$ cat src/rtl/pci_cfg_pkg.sv
package pci_cfg_pkg;

  localparam logic [3:0] CMD_MEM_RD = 4'b0110;
  localparam logic [3:0] CMD_MEM_WR = 4'b0111;
  localparam logic [3:0] CMD_CFG_RD = 4'b1010;
  localparam logic [3:0] CMD_CFG_WR = 4'b1011;

  localparam int unsigned IDX_W = 6;

  localparam logic [IDX_W-1:0] IDX_IDENT = 6'd0;
  localparam logic [IDX_W-1:0] IDX_CTRL  = 6'd1;
  localparam logic [IDX_W-1:0] IDX_CLASS = 6'd2;
  localparam logic [IDX_W-1:0] IDX_HDR   = 6'd3;
  localparam logic [IDX_W-1:0] IDX_BASE  = 6'd4;

  // Status half of dword 1: only the select-timing field is non-zero (medium).
  localparam logic [15:0] STATUS_RO = 16'h0200;

  typedef enum logic [2:0] {
    ST_IDLE,
    ST_DEC,
    ST_DATA,
    ST_DISC,
    ST_TURN
  } bus_state_e;

endpackage

$ cat src/rtl/pci_cfg_regs.sv
module pci_cfg_regs
  import pci_cfg_pkg::*;
#(
  parameter logic [15:0] VENDOR_ID  = 16'hABCD,
  parameter logic [15:0] DEVICE_ID  = 16'h0F31,
  parameter logic [7:0]  REVISION   = 8'h02,
  parameter logic [23:0] CLASS_CODE = 24'h058000,
  parameter bit          MULTI_FUNC = 1'b0,
  parameter int unsigned BAR_LOG2   = 12
) (
  input  logic               clk,
  input  logic               rst_n,
  input  logic               we,
  input  logic [IDX_W-1:0]   idx,
  input  logic [31:0]        wdata,
  input  logic [3:0]         be,
  output logic [31:0]        rdata,
  output logic               mem_en,
  output logic [31:BAR_LOG2] bar_base
);

  localparam logic [7:0] HDR_TYPE = {MULTI_FUNC, 7'b0000000};

  logic               mem_en_q;
  logic [31:BAR_LOG2] bar_q;

  always_ff @(posedge clk or negedge rst_n) begin
    if (!rst_n) begin
      mem_en_q <= 1'b0;
      bar_q    <= '0;
    end else if (we) begin
      if (idx == IDX_CTRL && be[0]) begin
        mem_en_q <= wdata[1];
      end
      if (idx == IDX_BASE) begin
        for (int b = BAR_LOG2; b < 32; b++) begin
          if (be[b/8]) begin
            bar_q[b] <= wdata[b];
          end
        end
      end
    end
  end

  always_comb begin
    unique case (idx)
      IDX_IDENT: rdata = {DEVICE_ID, VENDOR_ID};
      IDX_CTRL:  rdata = {STATUS_RO, 14'b0, mem_en_q, 1'b0};
      IDX_CLASS: rdata = {CLASS_CODE, REVISION};
      IDX_HDR:   rdata = {8'h00, HDR_TYPE, 8'h00, 8'h00};
      IDX_BASE:  rdata = {bar_q, {BAR_LOG2{1'b0}}};
      default:   rdata = 32'h0000_0000;
    endcase
  end

  logic unused_wbits;
  assign unused_wbits = ^{wdata[BAR_LOG2-1:2], wdata[0]};

  assign mem_en   = mem_en_q;
  assign bar_base = bar_q;

endmodule

$ cat src/rtl/pci_cfg_decode.sv
module pci_cfg_decode
  import pci_cfg_pkg::*;
#(
  parameter int unsigned BAR_LOG2 = 12
) (
  input  logic               clk,
  input  logic               rst_n,
  input  logic               strobe,
  input  logic [31:BAR_LOG2] ad_hi,
  input  logic [1:0]         ad_lo,
  input  logic [3:0]         cmd,
  input  logic               idsel,
  input  logic               mem_en,
  input  logic [31:BAR_LOG2] bar_base,
  output logic               cfg_sel_q,
  output logic               mem_sel_q,
  output logic               rd_q,
  output logic               disc_q
);

  logic is_cfg_cmd;
  logic is_mem_cmd;

  assign is_cfg_cmd = (cmd == CMD_CFG_RD) || (cmd == CMD_CFG_WR);
  assign is_mem_cmd = (cmd == CMD_MEM_RD) || (cmd == CMD_MEM_WR);

  // First decode clock: compare and register; claim happens one clock later.
  always_ff @(posedge clk or negedge rst_n) begin
    if (!rst_n) begin
      cfg_sel_q <= 1'b0;
      mem_sel_q <= 1'b0;
      rd_q      <= 1'b0;
      disc_q    <= 1'b0;
    end else begin
      cfg_sel_q <= strobe && idsel && is_cfg_cmd && (ad_lo == 2'b00);
      mem_sel_q <= strobe && mem_en && is_mem_cmd && (ad_hi == bar_base);
      rd_q      <= ~cmd[0];
      disc_q    <= is_mem_cmd && (ad_lo != 2'b00);
    end
  end

endmodule

$ cat src/rtl/pci_cfg_target.sv
module pci_cfg_target
  import pci_cfg_pkg::*;
#(
  parameter logic [15:0] VENDOR_ID  = 16'hABCD,
  parameter logic [15:0] DEVICE_ID  = 16'h0F31,
  parameter logic [7:0]  REVISION   = 8'h02,
  parameter logic [23:0] CLASS_CODE = 24'h058000,
  parameter bit          MULTI_FUNC = 1'b0,
  parameter int unsigned BAR_LOG2   = 12
) (
  input  logic                clk,
  input  logic                rst_n,
  input  logic                frame_n,
  input  logic                irdy_n,
  input  logic                idsel,
  input  logic [3:0]          cbe_n,
  input  logic [31:0]         ad_in,
  output logic [31:0]         ad_out,
  output logic                ad_oe,
  output logic                devsel_n,
  output logic                trdy_n,
  output logic                stop_n,
  output logic                ctl_oe,
  output logic                hit,
  output logic [BAR_LOG2-3:0] mem_addr,
  output logic                mem_wvalid,
  output logic [31:0]         mem_wdata,
  output logic [3:0]          mem_be,
  input  logic [31:0]         mem_rdata
);

  localparam int unsigned KEEP = (BAR_LOG2 > 8) ? BAR_LOG2 : 8;

  bus_state_e         state_q;
  logic               frame_q;
  logic [KEEP-1:2]    addr_q;
  logic               cfg_q;
  logic               rd_q;
  logic               disc_q;

  logic               addr_strobe;
  logic               xfer;
  logic               cfg_we;
  logic [31:0]        cfg_rdata;
  logic               mem_en;
  logic [31:BAR_LOG2] bar_base;
  logic               dec_cfg;
  logic               dec_mem;
  logic               dec_rd;
  logic               dec_disc;

  assign addr_strobe = (state_q == ST_IDLE) && !frame_n && frame_q;
  assign xfer        = (state_q == ST_DATA) && !irdy_n;
  assign cfg_we      = xfer && cfg_q && !rd_q;

  pci_cfg_regs #(
    .VENDOR_ID  (VENDOR_ID),
    .DEVICE_ID  (DEVICE_ID),
    .REVISION   (REVISION),
    .CLASS_CODE (CLASS_CODE),
    .MULTI_FUNC (MULTI_FUNC),
    .BAR_LOG2   (BAR_LOG2)
  ) u_regs (
    .clk      (clk),
    .rst_n    (rst_n),
    .we       (cfg_we),
    .idx      (addr_q[7:2]),
    .wdata    (ad_in),
    .be       (~cbe_n),
    .rdata    (cfg_rdata),
    .mem_en   (mem_en),
    .bar_base (bar_base)
  );

  pci_cfg_decode #(
    .BAR_LOG2 (BAR_LOG2)
  ) u_decode (
    .clk       (clk),
    .rst_n     (rst_n),
    .strobe    (addr_strobe),
    .ad_hi     (ad_in[31:BAR_LOG2]),
    .ad_lo     (ad_in[1:0]),
    .cmd       (cbe_n),
    .idsel     (idsel),
    .mem_en    (mem_en),
    .bar_base  (bar_base),
    .cfg_sel_q (dec_cfg),
    .mem_sel_q (dec_mem),
    .rd_q      (dec_rd),
    .disc_q    (dec_disc)
  );

  always_ff @(posedge clk or negedge rst_n) begin
    if (!rst_n) begin
      state_q <= ST_IDLE;
      frame_q <= 1'b1;
      addr_q  <= '0;
      cfg_q   <= 1'b0;
      rd_q    <= 1'b0;
      disc_q  <= 1'b0;
    end else begin
      frame_q <= frame_n;
      unique case (state_q)
        ST_IDLE: begin
          if (addr_strobe) begin
            addr_q  <= ad_in[KEEP-1:2];
            state_q <= ST_DEC;
          end
        end
        ST_DEC: begin
          if (dec_cfg || dec_mem) begin
            cfg_q   <= dec_cfg;
            rd_q    <= dec_rd;
            disc_q  <= dec_mem && dec_disc;
            state_q <= ST_DATA;
          end else begin
            state_q <= ST_IDLE;
          end
        end
        ST_DATA: begin
          if (!irdy_n) begin
            addr_q <= addr_q + 1'b1;
            if (disc_q) begin
              state_q <= frame_n ? ST_TURN : ST_DISC;
            end else if (frame_n) begin
              state_q <= ST_TURN;
            end
          end
        end
        ST_DISC: begin
          if (frame_n) begin
            state_q <= ST_TURN;
          end
        end
        ST_TURN: state_q <= ST_IDLE;
        default: state_q <= ST_IDLE;
      endcase
    end
  end

  assign devsel_n   = !((state_q == ST_DATA) || (state_q == ST_DISC));
  assign trdy_n     = !(state_q == ST_DATA);
  assign stop_n     = !(((state_q == ST_DATA) && disc_q) || (state_q == ST_DISC));
  assign ctl_oe     = (state_q == ST_DATA) || (state_q == ST_DISC) || (state_q == ST_TURN);
  assign ad_oe      = (state_q == ST_DATA) && rd_q;
  assign ad_out     = cfg_q ? cfg_rdata : mem_rdata;
  assign hit        = dec_mem;
  assign mem_addr   = addr_q[BAR_LOG2-1:2];
  assign mem_wvalid = xfer && !cfg_q && !rd_q;
  assign mem_wdata  = ad_in;
  assign mem_be     = ~cbe_n;

endmodule

$ cat config.mk
export PLATFORM = sky130hd
export DESIGN_NAME = pci_cfg_target
export DESIGN_NICKNAME = d
export VERILOG_FILES = /design/src/rtl/pci_cfg_pkg.sv /design/src/rtl/pci_cfg_regs.sv /design/src/rtl/pci_cfg_decode.sv /design/src/rtl/pci_cfg_target.sv
export SDC_FILE = /design/constraint.sdc
export NUM_CORES = 1
export LEC_CHECK = 0
export BUFFER_PORTS_ARGS = -buffer_cell sky130_fd_sc_hd__clkbuf_2
export CELL_PAD_IN_SITES_DETAIL_PLACEMENT = 0
export CELL_PAD_IN_SITES_GLOBAL_PLACEMENT = 1
export CORE_ASPECT_RATIO = 0.7
export CORE_MARGIN = 4
export CORE_UTILIZATION = 35
export DETAILED_ROUTE_END_ITERATION = 16
export PLACE_DENSITY_LB_ADDON = 0.1
export SLEW_MARGIN = 0
export SYNTH_ARGS = -nofsm -noshare
export SYNTH_HDL_FRONTEND = slang
export SYNTH_SLANG_ARGS = --single-unit
$ cat constraint.sdc
create_clock -name clk -period 5.4 [get_ports clk]
set_input_delay 0.27 -clock clk [delete_from_list [all_inputs] [get_ports clk]]
set_output_delay 0.27 -clock clk [all_outputs]
set_load 0.02 [all_outputs]
Yosys cells after proc, flatten, opt, wreduce, memory -nomap -nowiden
Cells that the tools add are included.
Widths: inputs -> output; s select.
{"block": "word_totals", "ff_bits": 42, "input_bits": 73, "wordCells": 86}
{"block": "op_classes", "n_addsub": 1, "eq_ne": 14, "muxes": 12, "n_bitwise": 2, "reduce_logical": 43}
{"operator": "$pmux 32 s4", "n": 1}
{"operator": "$mux 32", "n": 1}
{"operator": "$eq 20x20->1", "n": 1}
{"operator": "$mux 10", "n": 2}
{"operator": "$pmux 10 s2", "n": 1}
{"operator": "$logic_and 1x1->1", "n": 18}
{"operator": "$mux 3", "n": 5}
{"operator": "$pmux 3 s4", "n": 1}
{"operator": "$reduce_and 3->1", "n": 4}
{"operator": "$add 10x1->10 const B", "n": 1}
{"operator": "$eq 4x3->1 const B", "n": 2}
{"operator": "$eq 4x4->1 const B", "n": 2}
{"operator": "$logic_not 1->1", "n": 7}
{"operator": "$eq 3x2->1 const B", "n": 2}
{"operator": "$eq 6x1->1 const B", "n": 1}
{"operator": "$eq 6x2->1 const B", "n": 1}
{"operator": "$eq 6x3->1 const B", "n": 1}
{"operator": "$logic_not 6->1", "n": 1}
{"operator": "$logic_or 1x1->1", "n": 6}
{"operator": "$reduce_and 2->1", "n": 3}
{"operator": "$not 4->4", "n": 1}
{"operator": "$reduce_bool 2->1", "n": 2}
{"operator": "$eq 3x1->1 const B", "n": 1}
{"operator": "$eq 3x3->1 const B", "n": 1}
{"operator": "6 further kinds", "n": 6}

Logic depth before layout (Yosys ltp)
{"block": "logic_depth", "depth_word": 6, "ltp_mapped": 7}

Hierarchy
From an unflattened synthesis, not the netlist that was laid out.
{"block": "unflattened", "cells_unflattened": 310, "area_unflattened_um2": 3129.3}
{"mod": "pci_cfg_target", "n_inst": 1, "cells_each": 179, "area_per_inst_um2": 1631.6, "seq_area_each_um2": 426.7}
{"mod": "pci_cfg_regs", "n_inst": 1, "cells_each": 94, "area_per_inst_um2": 1131.1, "seq_area_each_um2": 525.5}
{"mod": "pci_cfg_decode", "n_inst": 1, "cells_each": 37, "area_per_inst_um2": 366.6, "seq_area_each_um2": 100.1}

Worst setup path after synthesis
No wires, ideal clock.
{"block": "synth_path", "kind": "register to output", "start": "reg state_q[2]", "end": "out mem_wvalid", "arrival_time_ns": 1.882, "setup_slack_ns": 3.248, "stages_incl_launch_ff": 6, "n_path_buf": 2, "path_cell_list": "dfrtp_1 buf_2 nor3b_4 inv_1 clkbuf_1 nor4_1"}
{"block": "synth_via", "elab_chain_len": 4}
{"item": "from (decl)", "line": "pci_cfg_target.sv:34", "text": "bus_state_e state_q;"}
{"item": "from (signal assigned)", "line": "pci_cfg_target.sv:124", "text": "state_q <= frame_n ? ST_TURN : ST_DISC;"}
{"item": "$eq 3x2->1", "line": "pci_cfg_target.sv:53", "text": "assign xfer = (state_q == ST_DATA) && !irdy_n;"}
{"item": "$logic_and 1x1->1", "line": "pci_cfg_target.sv:53"}
{"item": "$logic_and 1x1->1 (2 in series)", "line": "pci_cfg_target.sv:149", "text": "assign mem_wvalid = xfer && !cfg_q && !rd_q;"}
{"item": "to (decl)", "line": "pci_cfg_target.sv:26", "text": "output logic mem_wvalid,"}
Every way passes these cells.

Final worst setup path
{"block": "layout_path", "start": "reg addr_q, in the netlist mem_addr[2]", "end": "out ad_out[0]"}
{"block": "layout_via", "elab_chain_len": 3, "word_cells_on_any_way": 6, "cone_classes": "3 x eq/ne; 2 x mux; 1 x reduce/logical"}
{"item": "from (decl)", "line": "pci_cfg_target.sv:36", "text": "logic [KEEP-1:2] addr_q;"}
{"item": "from (signal assigned)", "line": "pci_cfg_target.sv:106", "text": "addr_q <= ad_in[KEEP-1:2];"}
{"item": "from (signal assigned)", "line": "pci_cfg_target.sv:122", "text": "addr_q <= addr_q + 1'b1;"}
{"item": "$eq 6x3->1 (tied with other cells)", "line": "pci_cfg_regs.sv:46", "text": "unique case (idx)"}
{"item": "$pmux 32 s4 *", "line": "pci_cfg_regs.sv:46"}
{"item": "$mux 32 *", "line": "pci_cfg_target.sv:146", "text": "assign ad_out = cfg_q ? cfg_rdata : mem_rdata;"}
{"item": "to (decl)", "line": "pci_cfg_target.sv:18", "text": "output logic [31:0] ad_out,"}
Mark *: on every way between the ends. The rest lies on a longest branch, timed or not.

==> results by stage <==
Status:
- The run finished with clean final reports.

Worst setup path:
- The category of the worst setup path capture point is an output pin.
- For the worst setup path, the data arrival time is 2.44 ns.
- The worst register-to-register path ends at u_regs.bar_base[29]$_DFFE_PN0P_.
- The worst register-to-register path has a depth of 4.
- The register-to-register setup slack is 2.95 ns.
- STA classifies the critical path startpoint as a flip-flop.
- The beginning of the worst register-to-register path is state_q[0]$_DFFE_PN0P_.
- The biggest fanout along the worst timing path is 17.
- The required time of the critical path is 5.13 ns.
- The critical path class is reg -> out.

Power:
- The leakage power is 2.063 nW.
- The areal power density over the cells is 234.0 nW/um^2.
- VDD sags by at most 0.1184 mV.

Final layout:
- The relative area change from synthesis to final layout is 24.48%.
- The cell area after layout is 3722 sq um.
- Leaving out fill and tap cells, the most frequent cells in the layout are 157 x sky130_fd_sc_hd__clkbuf_2, 40 x sky130_fd_sc_hd__dfrtp_1, 35 x sky130_fd_sc_hd__inv_1, 32 x sky130_fd_sc_hd__o21ai_0, 19 x sky130_fd_sc_hd__xor2_1.
- The repair_antennas step left the layout with diodes totalling 0.
- The post-route netlist has 42.70% of its cells at a drive strength greater than 1.
- The count of nets after finishing is 528.
- The commonest non-fill, non-tap cell in the layout is sky130_fd_sc_hd__clkbuf_2.
- The number of non-filler instances in the completed layout is 553.

CTS:
- The number of gates resized after CTS was 0.
- The total clock buffers created by CTS is 5.
- The count of hold-fix buffers inserted at cts is 0.
- The maximum buffer depth of the clock tree is 2.
- The clock net in this run drives a total of 42 sinks.
- TritonCTS built the clock tree.
- Buffers added to address setup during post-CTS repair amount to 0.
- After clock tree synthesis, the clock-pin slew on the worst setup and hold paths is 0.06 ns.
- The clock insertion delay at the later pin of the skew report is 0.28 ns.
- CTS placed an instance of sky130_fd_sc_hd__clkbuf_16 at the clock tree root.
- The maximum level of the CTS H-tree is 2.

STA:
- The maximum frequency from static timing analysis is 369.1 MHz.
- The shortest period the worst path allows is 2.709 ns.
- The final-report hold violation count is 0.
- The max-slew violation total from the final report is 0.
- Setup slack on the critical path of the routed design comes to 2.691 ns.
- Setup repair after global routing left no endpoint under its margin.
- The post-route setup TNS is 0 ns.
- The ratio of final minimum period to clock period is 50.17%.
- Clock skew on the completed layout was measured at 0.004234 ns.
- For the pin with the worst max-slew slack, the measured transition is 0.8840 ns.
- The worst-case headroom to the max-slew limit is 40.52%.
- The number of setup violations in the final report is 0.

Yosys:
- By area the synthesized netlist is led by sky130_fd_sc_hd__dfrtp_1 34%, sky130_fd_sc_hd__buf_4 8.3%, sky130_fd_sc_hd__mux2_4 8.0%.
- After synthesis, the share of flip-flops with an asynchronous set or reset is 100.0%.
- After synthesis the cells add up to 2990 sq um.
- The dominant cell type by area after synthesis is sky130_fd_sc_hd__dfrtp_1.
- The post-synthesis sequential element count is 42.
- The number of flops mapped to enable cells by yosys is 0.
- The post-synthesis net count is 413.
- The gate count of the mapped netlist is 336.
- The most used flip-flop cell after synthesis is sky130_fd_sc_hd__dfrtp_1.
- The count of different cell masters after synthesis is 47.
- A synthesized cell averages 8.900 sq um.
- The count of warnings emitted by yosys is 0.
- The area share of the leading cell type in the synthesized netlist is 34.31%.
- Sequential cells were found to cover 35.19% of the synthesized design area.

Drt:
- The overall via count from detail_route is 2729.
- The count of unresolved DRC violations after routing is 0.
- Summed over all layers, the routed wires come to 8214 um.
- The count of routing violations after the opening detailed-route iteration is 75.
- The routed wire length per instance is 14.85 um.
- The number of antenna-violating nets in the routed design is 0.
- The number of optimization iterations in the first detailed-route pass is 4.
- The post-detailed-route via-to-cell ratio is 4.935.

Placement:
- In this run, placement finished with an instance count of 545.
- Input and output buffers added on the ports amount to 157.
- The total cell area at the placement stage is 3575 sq um.
- The congestion estimate from routability-driven global placement came to 0.7392.
- Once detailed placement completed, the half-perimeter wirelength came to 6529 um.
- The placement-stage worst setup slack is 2.937 ns.

Floorplanning:
- For this configuration, the core starts out at a cell density of 37.04%.
- During I/O placement, the number of pins put on the boundary was 158.
- The y dimension of the die is 85.34 um.
- The die area is 10110 sq um.
- In this run the core area contains 27 standard-cell rows.
- The die is 118.5 um wide.
- The region available for standard cell placement spans 8074 sq um.

Global route:
- Global routing finished with a remaining overflow of 0.
- Global routing consumed, over all layers together, 16.03% of the routing resources.
- The initial antenna violation count is 0.
- Entering global routing, the biggest net connects 53 pins.
- The first global-routing pass estimated 13220 um of wire.
- The via count of the first global-routing pass came to 2646.

Hold path:
- The worst min-delay path class is in -> async.

Run:
- The tool flagged a number of max-cap violations equal to 0.
-- Yosys cell counts (2+ instances only) --
master and n:
sky130_fd_sc_hd__mux2_4 16, sky130_fd_sc_hd__buf_2 2, sky130_fd_sc_hd__xor2_1 19, sky130_fd_sc_hd__inv_1 35, sky130_fd_sc_hd__nor2_1 16, sky130_fd_sc_hd__and2_1 3, sky130_fd_sc_hd__nor4_1 6, sky130_fd_sc_hd__a31oi_1 5
sky130_fd_sc_hd__nor2b_1 4, sky130_fd_sc_hd__buf_4 33, sky130_fd_sc_hd__clkbuf_1 11, sky130_fd_sc_hd__o22a_1 2, sky130_fd_sc_hd__nand4_1 4, sky130_fd_sc_hd__nand3_1 18, sky130_fd_sc_hd__nor3_1 5, sky130_fd_sc_hd__or3_1 3
sky130_fd_sc_hd__dfrtp_1 41, sky130_fd_sc_hd__nand2_1 9, sky130_fd_sc_hd__mux2_2 7, sky130_fd_sc_hd__a22oi_1 2, sky130_fd_sc_hd__a2bb2oi_1 3, sky130_fd_sc_hd__a21oi_1 18, sky130_fd_sc_hd__nor4b_1 2, sky130_fd_sc_hd__o22ai_1 8
sky130_fd_sc_hd__o21ai_0 32, sky130_fd_sc_hd__a21o_1 3, sky130_fd_sc_hd__ha_1 4, sky130_fd_sc_hd__and4_1 2, sky130_fd_sc_hd__buf_6 3, sky130_fd_sc_hd__and3_1 3
-- worst max-delay path: stages (launching register included) --
cell	delay, ns
sky130_fd_sc_hd__dfrtp_1	0.55
sky130_fd_sc_hd__nor4_1	0.83
sky130_fd_sc_hd__nand3_1	0.39
sky130_fd_sc_hd__o21ai_0	0.18
sky130_fd_sc_hd__clkbuf_2	0.20
-- routing by layer --
metal | up-vias | wire, um | global-route usage, %
li1 | 1369 | - | -
met1 | 1261 | 3870 | 22.59
met2 | 94 | 3717 | 25.87
met3 | 5 | 580 | 3.198
met4 | 0 | 46 | 2.839
met5 | - | 0 | 0
-- flip-flops by register name (all words and copies together), names as in the netlist --
name                count
state_q                 3
u_regs.mem_en           1
disc_q                  1
u_decode.rd_q           1
rd_q                    1
mem_addr               10
u_regs.bar_base        20
u_decode.disc_q         1
cfg_q                   1
u_decode.mem_sel_q      1
frame_q                 1
u_decode.cfg_sel_q      1
-- power by group --
part / total [mW] / switching (mW) / internal [mW]
combinational: 0.216 / 0.135 / 0.0804
sequential: 0.356 / 0.0264 / 0.329
clock: 0.300 / 0.116 / 0.183
total: 0.871 / 0.278 / 0.593
-- metrics by stage --
step,hold WS (ns),utilization (%),total power [mW]
2_1_floorplan,-0.02559,-,0.4959
3_3_place_gp,0.3874,44.27,0.5782
3_5_place_dp,0.3839,44.27,0.5805
4_1_cts,0.08557,46.10,0.8844
5_1_grt,0.1054,46.10,0.9188
6_report,0.05369,46.10,0.8710
-- worst max path at each step --
stage / start / end / cells past startpoint
final: mem_addr[2]$_DFFE_PN0P_ / ad_out[0] / 4
after global routing: mem_addr[2]$_DFFE_PN0P_ / ad_out[0] / 4
after CTS: mem_addr[2]$_DFFE_PN0P_ / ad_out[0] / 4
after detailed placement: state_q[0]$_DFFE_PN0P_ / u_regs.bar_base[20]$_DFFE_PN0P_ / 4
after global placement: state_q[0]$_DFFE_PN0P_ / u_regs.bar_base[19]$_DFFE_PN0P_ / 4
after floorplan: state_q[2]$_DFFE_PN0P_ / mem_wvalid / 5
-- final cells by class --
class | instances | area (sq um)
fillers | 800 | 4352
clock buffers | 7 | 142.6
flip-flops and latches | 42 | 1054
inverters | 35 | 131.4
repair buffers | 158 | 793.3
multi-input cells | 209 | 1470
well taps | 101 | 126.4
clock inverters | 1 | 5.005
-- logic make-up after synthesis --
group	Yosys count	synth area share, %
AOI/OAI and AO/OA	80	15.77
xor gates and xnor gates	20	5.858
adders and majority gates	4	1.674
buffers and inverters	85	15.65
DFF	42	35.19
muxes	23	10.67
and+or+nand+nor	82	15.19
(Power assumes the default switching activity.)
